`src/rtl/llc_reg_pkg.sv`:
```
package llc_reg_pkg;

    typedef enum logic [1:0] {
        OP_NONE      = 2'd0,
        OP_READ      = 2'd1,
        OP_REGISTER  = 2'd2,
        OP_WRITEBACK = 2'd3
    } op_e;

    typedef enum logic {
        WS_VALID = 1'b0,
        WS_REG   = 1'b1
    } wstate_e;

    typedef enum logic [1:0] {
        ACT_NONE = 2'd0,
        ACT_DATA = 2'd1,
        ACT_ACK  = 2'd2,
        ACT_FWD  = 2'd3
    } act_e;

endpackage

```
`src/rtl/llc_reg_store.sv`:
```
module llc_reg_store
    import llc_reg_pkg::*;
#(
    parameter int WORDS  = 16,
    parameter int DATA_W = 32,
    localparam int ADDR_W = $clog2(WORDS)
) (
    input  logic              clk,
    input  logic              rst_n,
    input  logic [ADDR_W-1:0] rd_addr,
    output wstate_e           rd_state,
    output logic [DATA_W-1:0] rd_word,
    input  logic              wr_en,
    input  logic [ADDR_W-1:0] wr_addr,
    input  wstate_e           wr_state,
    input  logic [DATA_W-1:0] wr_word
);

    wstate_e           st_q   [WORDS];
    logic [DATA_W-1:0] word_q [WORDS];

    // Each entry holds either data or an owner id, as its state says.
    always_ff @(posedge clk) begin
        if (!rst_n) begin
            for (int i = 0; i < WORDS; i++) begin
                st_q[i]   <= WS_VALID;
                word_q[i] <= '0;
            end
        end else if (wr_en) begin
            st_q[wr_addr]   <= wr_state;
            word_q[wr_addr] <= wr_word;
        end
    end

    assign rd_state = st_q[rd_addr];
    assign rd_word  = word_q[rd_addr];

endmodule

```
`src/rtl/llc_reg_decode.sv`:
```
module llc_reg_decode
    import llc_reg_pkg::*;
#(
    parameter int DATA_W = 32,
    parameter int CORE_W = 4
) (
    input  logic              req_valid,
    input  op_e               req_op,
    input  logic [CORE_W-1:0] req_core,
    input  logic [DATA_W-1:0] req_data,
    input  wstate_e           cur_state,
    input  logic [DATA_W-1:0] cur_word,
    output act_e              act,
    output logic              wr_en,
    output wstate_e           wr_state,
    output logic [DATA_W-1:0] wr_word,
    output logic [CORE_W-1:0] owner
);

    assign owner = cur_word[CORE_W-1:0];

    always_comb begin
        act      = ACT_NONE;
        wr_en    = 1'b0;
        wr_state = cur_state;
        wr_word  = cur_word;
        if (req_valid) begin
            unique case (req_op)
                OP_READ: begin
                    act = (cur_state == WS_REG) ? ACT_FWD : ACT_DATA;
                end
                OP_REGISTER: begin
                    act      = ACT_ACK;
                    wr_en    = 1'b1;
                    wr_state = WS_REG;
                    wr_word  = DATA_W'(req_core);
                end
                OP_WRITEBACK: begin
                    act = ACT_ACK;
                    if (cur_state == WS_REG && owner == req_core) begin
                        wr_en    = 1'b1;
                        wr_state = WS_VALID;
                        wr_word  = req_data;
                    end
                end
                default: act = ACT_NONE;
            endcase
        end
    end

endmodule

```
`src/rtl/llc_reg_reply.sv`:
```
module llc_reg_reply
    import llc_reg_pkg::*;
#(
    parameter int DATA_W = 32,
    parameter int CORE_W = 4,
    parameter int ADDR_W = 4
) (
    input  logic              clk,
    input  logic              rst_n,
    input  act_e              act,
    input  logic [CORE_W-1:0] req_core,
    input  logic [ADDR_W-1:0] req_addr,
    input  logic [CORE_W-1:0] owner,
    input  logic [DATA_W-1:0] word,
    output logic              ack_valid,
    output logic [CORE_W-1:0] ack_core,
    output logic              rsp_valid,
    output logic [CORE_W-1:0] rsp_core,
    output logic [DATA_W-1:0] rsp_data,
    output logic              fwd_valid,
    output logic [CORE_W-1:0] fwd_owner,
    output logic [CORE_W-1:0] fwd_requester,
    output logic [ADDR_W-1:0] fwd_addr
);

    always_ff @(posedge clk) begin
        if (!rst_n) begin
            ack_valid     <= 1'b0;
            ack_core      <= '0;
            rsp_valid     <= 1'b0;
            rsp_core      <= '0;
            rsp_data      <= '0;
            fwd_valid     <= 1'b0;
            fwd_owner     <= '0;
            fwd_requester <= '0;
            fwd_addr      <= '0;
        end else begin
            ack_valid <= (act == ACT_ACK);
            rsp_valid <= (act == ACT_DATA);
            fwd_valid <= (act == ACT_FWD);
            unique case (act)
                ACT_ACK:  ack_core <= req_core;
                ACT_DATA: begin
                    rsp_core <= req_core;
                    rsp_data <= word;
                end
                ACT_FWD: begin
                    fwd_owner     <= owner;
                    fwd_requester <= req_core;
                    fwd_addr      <= req_addr;
                end
                default: ;
            endcase
        end
    end

endmodule

```
`src/rtl/llc_word_registry.sv`:
```
module llc_word_registry
    import llc_reg_pkg::*;
#(
    parameter int WORDS     = 16,
    parameter int DATA_W    = 32,
    parameter int NUM_CORES = 16,
    localparam int ADDR_W = $clog2(WORDS),
    localparam int CORE_W = $clog2(NUM_CORES)
) (
    input  logic              clk,
    input  logic              rst_n,
    input  logic              req_valid,
    input  logic [1:0]        req_op,
    input  logic [CORE_W-1:0] req_core,
    input  logic [ADDR_W-1:0] req_addr,
    input  logic [DATA_W-1:0] req_data,
    output logic              ack_valid,
    output logic [CORE_W-1:0] ack_core,
    output logic              rsp_valid,
    output logic [CORE_W-1:0] rsp_core,
    output logic [DATA_W-1:0] rsp_data,
    output logic              fwd_valid,
    output logic [CORE_W-1:0] fwd_owner,
    output logic [CORE_W-1:0] fwd_requester,
    output logic [ADDR_W-1:0] fwd_addr
);

    wstate_e           cur_state;
    logic [DATA_W-1:0] cur_word;
    act_e              act;
    logic              wr_en;
    wstate_e           wr_state;
    logic [DATA_W-1:0] wr_word;
    logic [CORE_W-1:0] owner;

    llc_reg_store #(.WORDS(WORDS), .DATA_W(DATA_W)) u_store (
        .clk      (clk),
        .rst_n    (rst_n),
        .rd_addr  (req_addr),
        .rd_state (cur_state),
        .rd_word  (cur_word),
        .wr_en    (wr_en),
        .wr_addr  (req_addr),
        .wr_state (wr_state),
        .wr_word  (wr_word)
    );

    llc_reg_decode #(.DATA_W(DATA_W), .CORE_W(CORE_W)) u_decode (
        .req_valid (req_valid),
        .req_op    (op_e'(req_op)),
        .req_core  (req_core),
        .req_data  (req_data),
        .cur_state (cur_state),
        .cur_word  (cur_word),
        .act       (act),
        .wr_en     (wr_en),
        .wr_state  (wr_state),
        .wr_word   (wr_word),
        .owner     (owner)
    );

    llc_reg_reply #(.DATA_W(DATA_W), .CORE_W(CORE_W), .ADDR_W(ADDR_W)) u_reply (
        .clk           (clk),
        .rst_n         (rst_n),
        .act           (act),
        .req_core      (req_core),
        .req_addr      (req_addr),
        .owner         (owner),
        .word          (cur_word),
        .ack_valid     (ack_valid),
        .ack_core      (ack_core),
        .rsp_valid     (rsp_valid),
        .rsp_core      (rsp_core),
        .rsp_data      (rsp_data),
        .fwd_valid     (fwd_valid),
        .fwd_owner     (fwd_owner),
        .fwd_requester (fwd_requester),
        .fwd_addr      (fwd_addr)
    );

endmodule

```
`config.mk`:
```
export PLATFORM = sky130hd
export DESIGN_NAME = llc_word_registry
export DESIGN_NICKNAME = d
export VERILOG_FILES = /design/src/rtl/llc_reg_pkg.sv /design/src/rtl/llc_reg_store.sv /design/src/rtl/llc_reg_decode.sv /design/src/rtl/llc_reg_reply.sv /design/src/rtl/llc_word_registry.sv
export SDC_FILE = /design/constraint.sdc
export NUM_CORES = 1
export LEC_CHECK = 0
export BUFFER_PORTS_ARGS = -buffer_cell sky130_fd_sc_hd__buf_2
export CORE_UTILIZATION = 55
export CTS_CLUSTER_DIAMETER = 80
export DETAILED_ROUTE_END_ITERATION = 10
export PLACE_DENSITY = 0.72
export SETUP_SLACK_MARGIN = 0.1
export SYNTH_ARGS = -nofsm -noshare
export SYNTH_HDL_FRONTEND = slang
export SYNTH_HIERARCHICAL = 1
export SYNTH_SLANG_ARGS = --single-unit
```
`constraint.sdc`:
```
create_clock -name clk -period 8.89 [get_ports clk]
set_clock_uncertainty 0.2 [all_clocks]
set_input_delay 0 -clock clk [delete_from_list [all_inputs] [get_ports clk]]
set_output_delay 0 -clock clk [all_outputs]
set_load 0.02 [all_outputs]
```
==> out/results.ini, run 1 <==
[global_routing]
gr-usage-all-layers_pct = 27.0
globalRouteOverflowTotal = 0
grt_max_degree = 100
grt_first_pass_wirelength_um = 99800
grt_pass1_vias = 16387
antenna_found_initial = 0

[timing]
slew_headroom_pct = 16.4
fmax_mhz = 166
final-setup-viol-count = 0
fin_tns_setup_ns = 0
drv_slew = 0
worst-slew-pin-transition_ns = 1.25
post-route-period-util_pct = 67.8
period_needed_ns = 6.03
timing.hold.ws_ns = 0.0409
setup_slack_ns = 2.86
finalHoldViolCount = 0
rsz0062_at_grt = no

[routing]
drc = 0
first_pass_iters = 8
wl_um = 66300
antenna_left = 0
via_count = 16414
drt-initial-drc-count = 1935
routed_via_density = 6.50
routedWlPerCell_um = 26.2

[place]
place_area_mm2 = 0.0273
numPortBuffers = 99
dp_slack_ns = 2.84
place_inst = 2379
dp_hpwl_um = 34700
gp_congestion = 0.806

[setup_path]
crit_path_max_incr_delay_ns = 0.82
worstPathCellList = dlygate4sd3_1, buf_8, buf_4, mux4_2, a22oi_1, nand2_1, xor2_1, nor3_4, nand3_1, a21oi_1, nand4bb_1, nor3_1, nand2b_2
worstSetupPathType = input pin to register
crit_path_end_kind = register
crit_slowest_cell = nand2b_2
crit_family = simple AND/OR/NAND/NOR gates
cp_data_required_time_ns = 8.91
crit_arrival_ns = 6.04
crit_fanout = 60
worst_setup_path_start_kind = input pin
critPathBufInv = 3

[die]
initial_utilization_pct = 55.7
io_pins = 100
placementRows = 80
die_w_um = 222
core_area_mm2 = 0.0477
die-area_mm2 = 0.0493
fp.dieH_um = 222

[synthesis]
yosysMostFrequentCell = edfxtp_1
ys_async_sr_fraction_pct = 0
synth_seq_area_share_pct = 63.1
synth_area_per_cell_um2 = 14.4
ys_ff_latch = 583
synthCells = 1850
synth_nets = 1895
synth_area_leaders = edfxtp_1 (58%), mux4_2 (11%), and3_1 (9.0%)
synth-edff-count = 512
yosys-top-cells-count = edfxtp_1 (512), and3_1 (385), clkbuf_1 (150)
syn-cell-area_mm2 = 0.0266
ys.flop_type = edfxtp_1
yosys.area.top_type = edfxtp_1
yosysTopAreaCellShare_pct = 57.8
ys_warn_count = 6
synth.distinct_cells = 48

[hold_path]
min_path_type = input pin to register

[cells_and_area]
fin_nets = 1908
fin_cells = 2527
layout-drive-gt1-share_pct = 20.7
post-route-util_pct = 62.1
post-route-cell-area_mm2 = 0.0296
syn2layout_area_growth_pct = 11.4

[clock_network]
clkSinkCount = 583
cts_buffers = 59
path_clk_slew_ns = 0.06
clk_latency_ns = 0.62
cts_setup_buffers = 0
cts_tree = done
cts_root_buffer = clkbuf_16
ctsHtreeMaxLevel = 2
cts_hold_buf = 38
ctsLongestPathBuffers = 3
post_cts_resize_count = 0

[pwr]
p_leak_nw = 12.0
peakVddDrop_mv = 0.136
powerDensity_mw_per_mm2 = 204
total_power_mw = 6.04

[job]
maxCapViolations = 0

[run_status]
outcome = complete, no violations

final timing paths:
| path | from | end | slack [ns] | cells past startpoint |
|---|---|---|---|---|
| setup / recovery | req_addr[0] | u_store/word_q[0][19]$_SDFFCE_PN0P_ | 2.86 | 13 |
| hold / removal | req_data[8] | u_store/word_q[3][8]$_SDFFCE_PN0P_ | 0.04 | 3 |
| setup reg to reg | u_store/word_q[3][1]$_SDFFCE_PN0P_ | u_store/word_q[0][19]$_SDFFCE_PN0P_ | 3.87 | 10 |
| hold reg to reg | u_reply/rsp_data[29]$_SDFFE_PN0N_ | u_reply/rsp_data[29]$_SDFFE_PN0N_ | 0.25 | 2 |
layout make-up:
cell class              instances  area, µm²
diodes                          1       2.50
clock buffers                  80       1620
clock inverters                29        304
fillers                      3503      18100
inverters                       3       11.3
multi-input cells            1045       8990
flip-flops and latches        583      16800
well taps                     615        769
repair buffers                171       1150
registers in the layout (all words and copies together) (netlist names):
signal and count:
u_store/word_q 512, u_reply/rsp_data 32, u_store/st_q 16, u_reply/ack_core 4
u_reply/fwd_addr 4, u_reply/fwd_owner 4, u_reply/fwd_requester 4, u_reply/rsp_core 4
u_reply/ack_valid 1, u_reply/fwd_valid 1, u_reply/rsp_valid 1
placed cells by master (no fill, tap or decap), types with 3 or more instances in the layout:
master	count
a32o_1	28
clkbuf_8	6
nand2_1	136
nand3_1	6
mux4_2	132
o21ai_4	12
nor2b_4	5
and2_1	129
bufinv_16	6
clkbuf_1	15
a21oi_1	3
nand2b_2	4
and3_1	385
buf_4	34
clkinv_1	7
edfxtp_1	512
inv_1	3
dfxtp_1	71
nor2_1	4
nor2_2	5
a22oi_1	67
dlygate4sd3_1	38
o211ai_1	8
mux2i_1	48
o31ai_1	9
buf_2	96
nand4_1	9
nor3_1	6
clkbuf_16	59
clkinvlp_4	4
o21ai_0	11
clkinv_2	9
nand2b_1	3
where the power goes:
group	internal, mW	switching [mW]
clock	1.44	1.03
sequential	3.06	0.0252
combinational	0.157	0.329
layer usage:
| layer | track usage (%) | routed length [µm] | share of wire, % |
|---|---|---|---|
| met3 | 4.60 | 5600 | 8.4 |
| met1 | 36.7 | 26300 | 40 |
| met2 | 44.1 | 32500 | 49 |
| met5 | 0 | 0 | 0 |
| met4 | 9.61 | 1890 | 2.9 |
cells by family (layout without fill, tap and decap cells):
logic type	Yosys count	in the layout	share of synthesized area [%]
AO/OA/AOI/OAI	148	148	4.20
XOR/XNOR	5	5	0.221
buffers and inverters	222	283	3.90
flip-flops	583	583	63.1
multiplexers	181	181	13.0
other	0	1	0
AND/OR/NAND/NOR	711	711	15.6
worst min-delay path: stages:
cell,delay [ns]
buf_2,0.08
a32o_1,0.46
and2_1,0.20
No activity file was read; power rests on OpenSTA's default activity.
==> inputs of run 2 (changes only) <==
- clock period: 8.89 -> 6.3 ns (I/O delays scaled with it)
==> run 2 against run 1 <==
Against the previous run:
- cell area down 0.34%
- non-clock buffer count is 5 higher
- die area unchanged
- core utilization fell by 0.21 points
- clock power increased by 32%
- first-iteration DRC count grew 10%
- sequential share of layout area grew 0.19 points
- largest power group unchanged
- highest routed layer unchanged
==> out/results.ini, run 2 (synthesized netlist as in run 1, its figures left out) <==
[run_status]
outcome = complete, no violations

[clock_network]
cts_buffers = 59  ; unchanged
ctsHtreeMaxLevel = 2  ; unchanged
clkSinkCount = 583  ; unchanged
cts_root_buffer = clkbuf_16
clk_latency_ns = 0.65  ; +0.03 ns
path_clk_slew_ns = 0.06  ; about the same
ctsLongestPathBuffers = 3  ; unchanged
cts_setup_buffers = 0  ; unchanged
cts_tree = done

[global_routing]
met2_usage_pct = 46.9  ; +2.8 points
grt_pass1_vias = 16703  ; +1.9%
grt_max_degree = 107  ; +7.0%
gr-usage-all-layers_pct = 28.1  ; +1.1 points
top_usage_layer = met2
grt_first_pass_wirelength_um = 104000  ; +4.0%
globalRouteOverflowTotal = 0  ; unchanged
antenna_found_initial = 0  ; unchanged
use_met3_pct = 5.09  ; +0.49 points
use_met1_pct = 38.4  ; +1.7 points

[timing]
finalHoldViolCount = 0  ; unchanged
final-setup-viol-count = 0  ; unchanged
fmax_mhz = 199
timing.hold.ws_ns = 0.0188  ; -0.0222 ns
slew_headroom_pct = 13.6  ; -2.8 points
period_needed_ns = 5.03
setup_slack_ns = 1.27  ; -1.59 ns
post-route-period-util_pct = 79.8
drv_slew = 0  ; unchanged
rsz0062_at_grt = no
fin_tns_setup_ns = 0  ; unchanged
worst-slew-pin-transition_ns = 1.29  ; +0.0395 ns

[routing]
antenna_left = 0  ; unchanged
first_pass_iters = 6  ; -2
routed_via_density = 6.62  ; +1.9%
drc = 0  ; unchanged
drt-initial-drc-count = 2137  ; +10%
routedWlPerCell_um = 27.1  ; +3.5%
wl_um = 68600  ; +3.5%
via_count = 16747  ; +2.0%

[setup_path]
r2r_setup_slack_ns = 1.60  ; -2.27 ns
crit_end = u_store/word_q[12][13]$_SDFFCE_PN0P_
r2r_end = u_store/word_q[12][13]$_SDFFCE_PN0P_
crit_fanout = 97  ; +62%
cp_data_required_time_ns = 6.40  ; -2.51 ns
rr_startpoint = u_store/word_q[3][1]$_SDFFCE_PN0P_
crit_arrival_ns = 5.12  ; -0.92 ns
worstSetupPathType = input pin to register
worst_setup_path_start_kind = input pin
critical_path.startpoint = req_addr[1]
crit_path_end_kind = register
reg2reg_depth = 11  ; +1

[cells_and_area]
largest_reg_flops = 512  ; unchanged
largest_registers = u_store/word_q x512, u_reply/rsp_data x32, u_store/st_q x16
syn2layout_area_growth_pct = 11.0
top_register = u_store/word_q
fin_cells = 2529  ; +0.079%
layout-drive-gt1-share_pct = 20.8  ; +0.072 points
mostFrequentLayoutCell = edfxtp_1
post-route-util_pct = 61.9  ; -0.21 points
fin_nets = 1913  ; +0.26%
layout_common_cells = edfxtp_1 (512), and3_1 (385), nand2_1 (136)
n_antenna_cell = 0  ; -1

[pwr]
peakVddDrop_mv = 0.208  ; +53%
p_leak_nw = 12.0  ; -0.30%
powerDensity_mw_per_mm2 = 281  ; +38%

[place]
numPortBuffers = 99  ; unchanged
dp_hpwl_um = 37200  ; +7.1%
gp_congestion = 0.847  ; +5.2%
place_inst = 2390  ; +0.46%
dp_slack_ns = 1.21  ; -1.63 ns

[die]
io_pins = 100  ; unchanged
die_w_um = 222  ; unchanged
initial_utilization_pct = 55.7  ; unchanged
die-area_mm2 = 0.0493  ; unchanged
fp.dieH_um = 222  ; unchanged
placementRows = 80  ; unchanged
core_area_mm2 = 0.0477  ; unchanged

[job]
maxCapViolations = 0  ; unchanged

[hold_path]
min_path_type = input pin to register

[run 2: cell count changes in the layout (fill, tap and decap cells not counted), sizes merged]
cell         before  now
dlygate4sd3      38   32
clkbuf           80   82
buf             133  144
clkinvlp          5    2
clkinv           17   21
diode             1    0
inv               4    5
bufinv            6    0
[run 2: how the worst min path moves through the flow]
stage | depth (start not counted) | endpoint | start
floorplan | 2 | u_reply/fwd_addr[0]$_SDFFE_PN0N_ | req_addr[0]
global placement | 3 | u_reply/ack_core[0]$_SDFFE_PN0N_ | req_core[0]
detailed placement | 3 | u_reply/ack_core[0]$_SDFFE_PN0N_ | req_core[0]
CTS | 3 | u_store/word_q[15][29]$_SDFFCE_PN0P_ | req_data[29]
global route | 3 | u_store/word_q[3][23]$_SDFFCE_PN0P_ | req_data[23]
finish | 3 | u_store/word_q[15][5]$_SDFFCE_PN0P_ | req_data[5]
[run 2: layout make-up]
cell class                 instances  area (µm²)
fill                            3433       18200
sequential                       583       16800
multi-input combinational       1045        8990
clock buffer                      82        1620
timing repair buffer             176        1210
tap                              615         769
clock inverter                    25         138
inverter                           3        11.3
[run 2: worst max-delay path: stages]
cell	delay, ns
dlygate4sd3_1	0.55
buf_6	0.76
mux4_2	0.42
a22oi_1	0.22
nand2_1	0.21
xor2_2	0.24
nor3_4	0.28
nand3_1	0.10
a21oi_1	0.58
nand4_2	0.47
nor3_1	0.29
nand2b_2	0.55
buf_4	0.36
[run 2: power breakdown]
group / switching [mW] / internal (mW) / total (mW)
clock network: 1.47 / 1.79 / 3.26
logic: 0.473 / 0.225 / 0.698
registers: 0.0377 / 4.32 / 4.35
[run 2: repair_timing]
item / 4_1_cts / 5_1_grt
gates resized for setup: 0 / 0
hold endpoints to repair: 253 / 0
hold buffers: 32 / 0
setup endpoints to repair: 0 / 0
[run 2: metal layers]
metal	vias up	routed length, µm
met3	135	6180
met1	8535	27200
li1	7154	-
met4	0	1650
met2	923	33600
met5	-	0
[run 2: stage by stage]
stage / power (mW) / cell area (µm²)
after floorplan: 4.87 / 26600
after global placement: 5.09 / 27500
after detailed placement: 5.11 / 27500
after CTS: 8.34 / 29500
after global routing: 8.53 / 29500
final: 8.31 / 29500
==> inputs of run 3 (changes only) <==
- ABC_AREA: not set -> 1
- PLACE_DENSITY: 0.72 -> 0.75
- clock period: 6.3 -> 4.5 ns (I/O delays scaled with it)
==> run 3 against run 2 <==
Against the previous run:
- cell area increased by 7.1%
- combinational power rose by 93%
- register-to-register slack worse by 0.69 ns
- worst setup slack lost 0.88 ns
- via count grew 37%
- wire length rose by 19%
- hold slack improved by 0.020 ns
- flip-flop and latch count unchanged
- largest cell class unchanged
==> out/results.ini, run 3 <==
[run_status]
outcome = complete, no violations

[cells_and_area]
top_register = u_store/word_q
fin_nets = 3413  ; +78%
largest_registers = u_store/word_q x512, u_reply/rsp_data x32, u_store/st_q x16
largest_reg_flops = 512  ; unchanged
layout-drive-gt1-share_pct = 9.22  ; -12 points
fillers = 4103  ; +20%
mostFrequentLayoutCell = nand2_1
n_antenna_cell = 0  ; unchanged
syn2layout_area_growth_pct = 12.8
post-route-util_pct = 63.0  ; +1.1 points
layout_common_cells = nand2_1 (833), nor2_1 (600), edfxtp_1 (512)

[hold_path]
min_path_type = input pin to register

[routing]
drt-initial-drc-count = 2973  ; +39%
antenna_left = 0  ; unchanged
wl_um = 81600  ; +19%
routed_via_density = 5.61  ; -15%
first_pass_iters = 6  ; unchanged
drc = 0  ; unchanged
routedWlPerCell_um = 20.0  ; -26%
via_count = 22948  ; +37%

[timing]
fin_tns_setup_ns = 0  ; unchanged
slew_headroom_pct = 25.2  ; +12 points
fmax_mhz = 243
final-setup-viol-count = 0  ; unchanged
period_needed_ns = 4.11
rsz0062_at_grt = no
worst-slew-pin-transition_ns = 1.12  ; -0.172 ns
post-route-period-util_pct = 91.3
drv_slew = 0  ; unchanged
finalHoldViolCount = 0  ; unchanged

[synthesis]
yosys.area.top_type = edfxtp_1
synth_seq_area_share_pct = 59.9  ; -3.2 points
ys.flop_type = edfxtp_1
synth.distinct_cells = 26  ; -46%
yosysTopAreaCellShare_pct = 54.8  ; -3.0 points
synth_area_per_cell_um2 = 8.47  ; -41%
ys_async_sr_fraction_pct = 0  ; unchanged
ys_ff_latch = 583  ; unchanged
synth_area_leaders = edfxtp_1 (55%), nand2_1 (11%), nand3_1 (8.7%)
synth_nets = 3355  ; +77%
synthCells = 3310  ; +79%
yosysMostFrequentCell = nand2_1
syn-cell-area_mm2 = 0.0281  ; +5.4%
ys_warn_count = 6  ; unchanged
synth-edff-count = 512  ; unchanged
yosys-top-cells-count = nand2_1 (850), nor2_1 (601), edfxtp_1 (512)

[die]
placementRows = 82  ; +2.5%
core_area_mm2 = 0.0503  ; +5.3%
initial_utilization_pct = 55.8  ; about the same
die-area_mm2 = 0.0519  ; +5.3%
die_w_um = 228  ; +2.6%
io_pins = 100  ; unchanged
fp.dieH_um = 228  ; +2.6%

[setup_path]
crit_fanout = 83  ; -14%
worstPathCellList = dlygate4sd3_1, clkbuf_8, buf_4, nand2_1, nand3_1, nand3_1, nand3_1, nand2_1, inv_1, o21ai_1, buf_4, inv_1, nand3_1, nand2_1, dlygate4sd3_1, nor2_1
crit_path_max_incr_delay_ns = 0.84  ; +0.08 ns
crit_arrival_ns = 4.42  ; -0.70 ns
crit_slowest_cell = inv_1
worst_setup_path_start_kind = input pin
worstSetupPathType = input pin to register
cp_data_required_time_ns = 4.81  ; -1.59 ns
critPathBufInv = 7  ; +4
crit_path_end_kind = register
crit_top_cell = nand3_1
crit_family = buffers and inverters

[clock_network]
clk_latency_ns = 0.63  ; -0.02 ns
ctsLongestPathBuffers = 3  ; unchanged
cts_buffers = 58  ; -1.7%
cts_root_buffer = clkbuf_16
path_clk_slew_ns = 0.07  ; about the same
ctsHtreeMaxLevel = 2  ; unchanged
cts_tree = done
clkSinkCount = 583  ; unchanged
cts_setup_buffers = 0  ; unchanged
post_cts_resize_count = 0  ; unchanged

[place]
gp_congestion = 0.930  ; +9.8%
dp_hpwl_um = 48800  ; +31%
numPortBuffers = 99  ; unchanged

[pwr]
powerDensity_mw_per_mm2 = 396  ; +41%
total_power_mw = 12.5  ; +51%
p_leak_nw = 14.2  ; +18%
peakVddDrop_mv = 0.308  ; +48%

[job]
maxCapViolations = 0  ; unchanged

[global_routing]
grt_max_degree = 84  ; -21%
grt_first_pass_wirelength_um = 125000  ; +20%
gr-usage-all-layers_pct = 31.4  ; +3.2 points
antenna_found_initial = 0  ; unchanged
globalRouteOverflowTotal = 0  ; unchanged
grt_pass1_vias = 22314  ; +34%

-- run 3: changes by cell type in the layout (fill, tap and decap cells not counted), sizes merged, moves of 15 or more --
cell / before / now
mux4: 132 / 0
nand3: 7 / 490
inv: 5 / 496
a32o: 28 / 0
mux2i: 48 / 0
a22oi: 67 / 0
buf: 144 / 176
nor2: 11 / 604
nand2: 136 / 865
and3: 386 / 0
dlygate4sd3: 32 / 47
and2: 131 / 0
-- run 3: path summary, 6_finish.rpt --
path	startpoint	endpoint	slack, ns	cells after the start
min	req_data[10]	u_store/word_q[11][10]$_SDFFCE_PN0P_	0.04	5
max	req_addr[0]	u_reply/rsp_core[1]$_SDFFE_PN0N_	0.39	16
min reg2reg	u_reply/fwd_addr[0]$_SDFFE_PN0N_	u_reply/fwd_addr[0]$_SDFFE_PN0N_	0.27	2
max reg2reg	u_store/word_q[0][1]$_SDFFCE_PN0P_	u_store/word_q[15][14]$_SDFFCE_PN0P_	0.91	18
-- run 3: worst min-delay path, stage by stage --
cell	delay, ns
buf_2	0.08
nand2_1	0.04
nand2_1	0.05
inv_1	0.35
nor2_1	0.21
-- run 3: report_power, final --
group | total, mW | switching, mW | internal [mW]
sequential | 6.11 | 0.0579 | 6.05
combinational | 1.35 | 1.01 | 0.341
clock | 5.08 | 2.09 | 2.99
-- run 3: per-layer routing --
layer / GRT usage (%) / part of all wire (%) / up-vias
met4: 16.3 / 4.9 / 0
met5: 0 / 0 / -
met2: 52.0 / 48 / 1389
met3: 5.31 / 10 / 258
met1: 39.7 / 37 / 10819
li1: - / - / 10482
-- run 3: layout make-up --
type	count	area, µm²	share of cell area [%]
Clock inverter	40	449	1.42
Inverter	495	1870	5.91
Clock buffer	68	1530	4.83
Sequential cell	583	16800	53.1
Multi-Input combinational cell	2006	8400	26.6
Tap cell	672	841	2.66
Timing Repair Buffer	224	1760	5.57
-- run 3: cells by family (layout without fill, tap and decap cells) --
kind of cell / count (synthesis) / in the layout / synth area share [%]
AND/OR/NAND/NOR: 1969 / 1969 / 29.1
buffers and inverters: 721 / 827 / 10.3
flip-flops: 583 / 583 / 59.9
AO/OA/AOI/OAI: 37 / 37 / 0.709
-- run 3: metrics by stage --
| step | cell area (µm²) | setup WS [ns] | hold WS [ns] | instances |
|---|---|---|---|---|
| after CTS | 31700 | 0.513 | 0.0127 | 4088 |
| final | 31700 | 0.392 | 0.0390 | 4088 |
| after floorplan | 28100 | 0.761 | -0.0481 | 3310 |
| after detailed placement | 29200 | 0.683 | 0.126 | 3933 |
| after global placement | 29200 | 0.676 | 0.117 | 3933 |
| after global routing | 31700 | 0.114 | 0.0586 | 4088 |
-- run 3: timing repair --
| item | 4_1_cts | 5_1_grt |
|---|---|---|
| setup endpoints to repair | 0 | 0 |
| hold buffers | 47 | 0 |
| hold endpoints to repair | 454 | 0 |
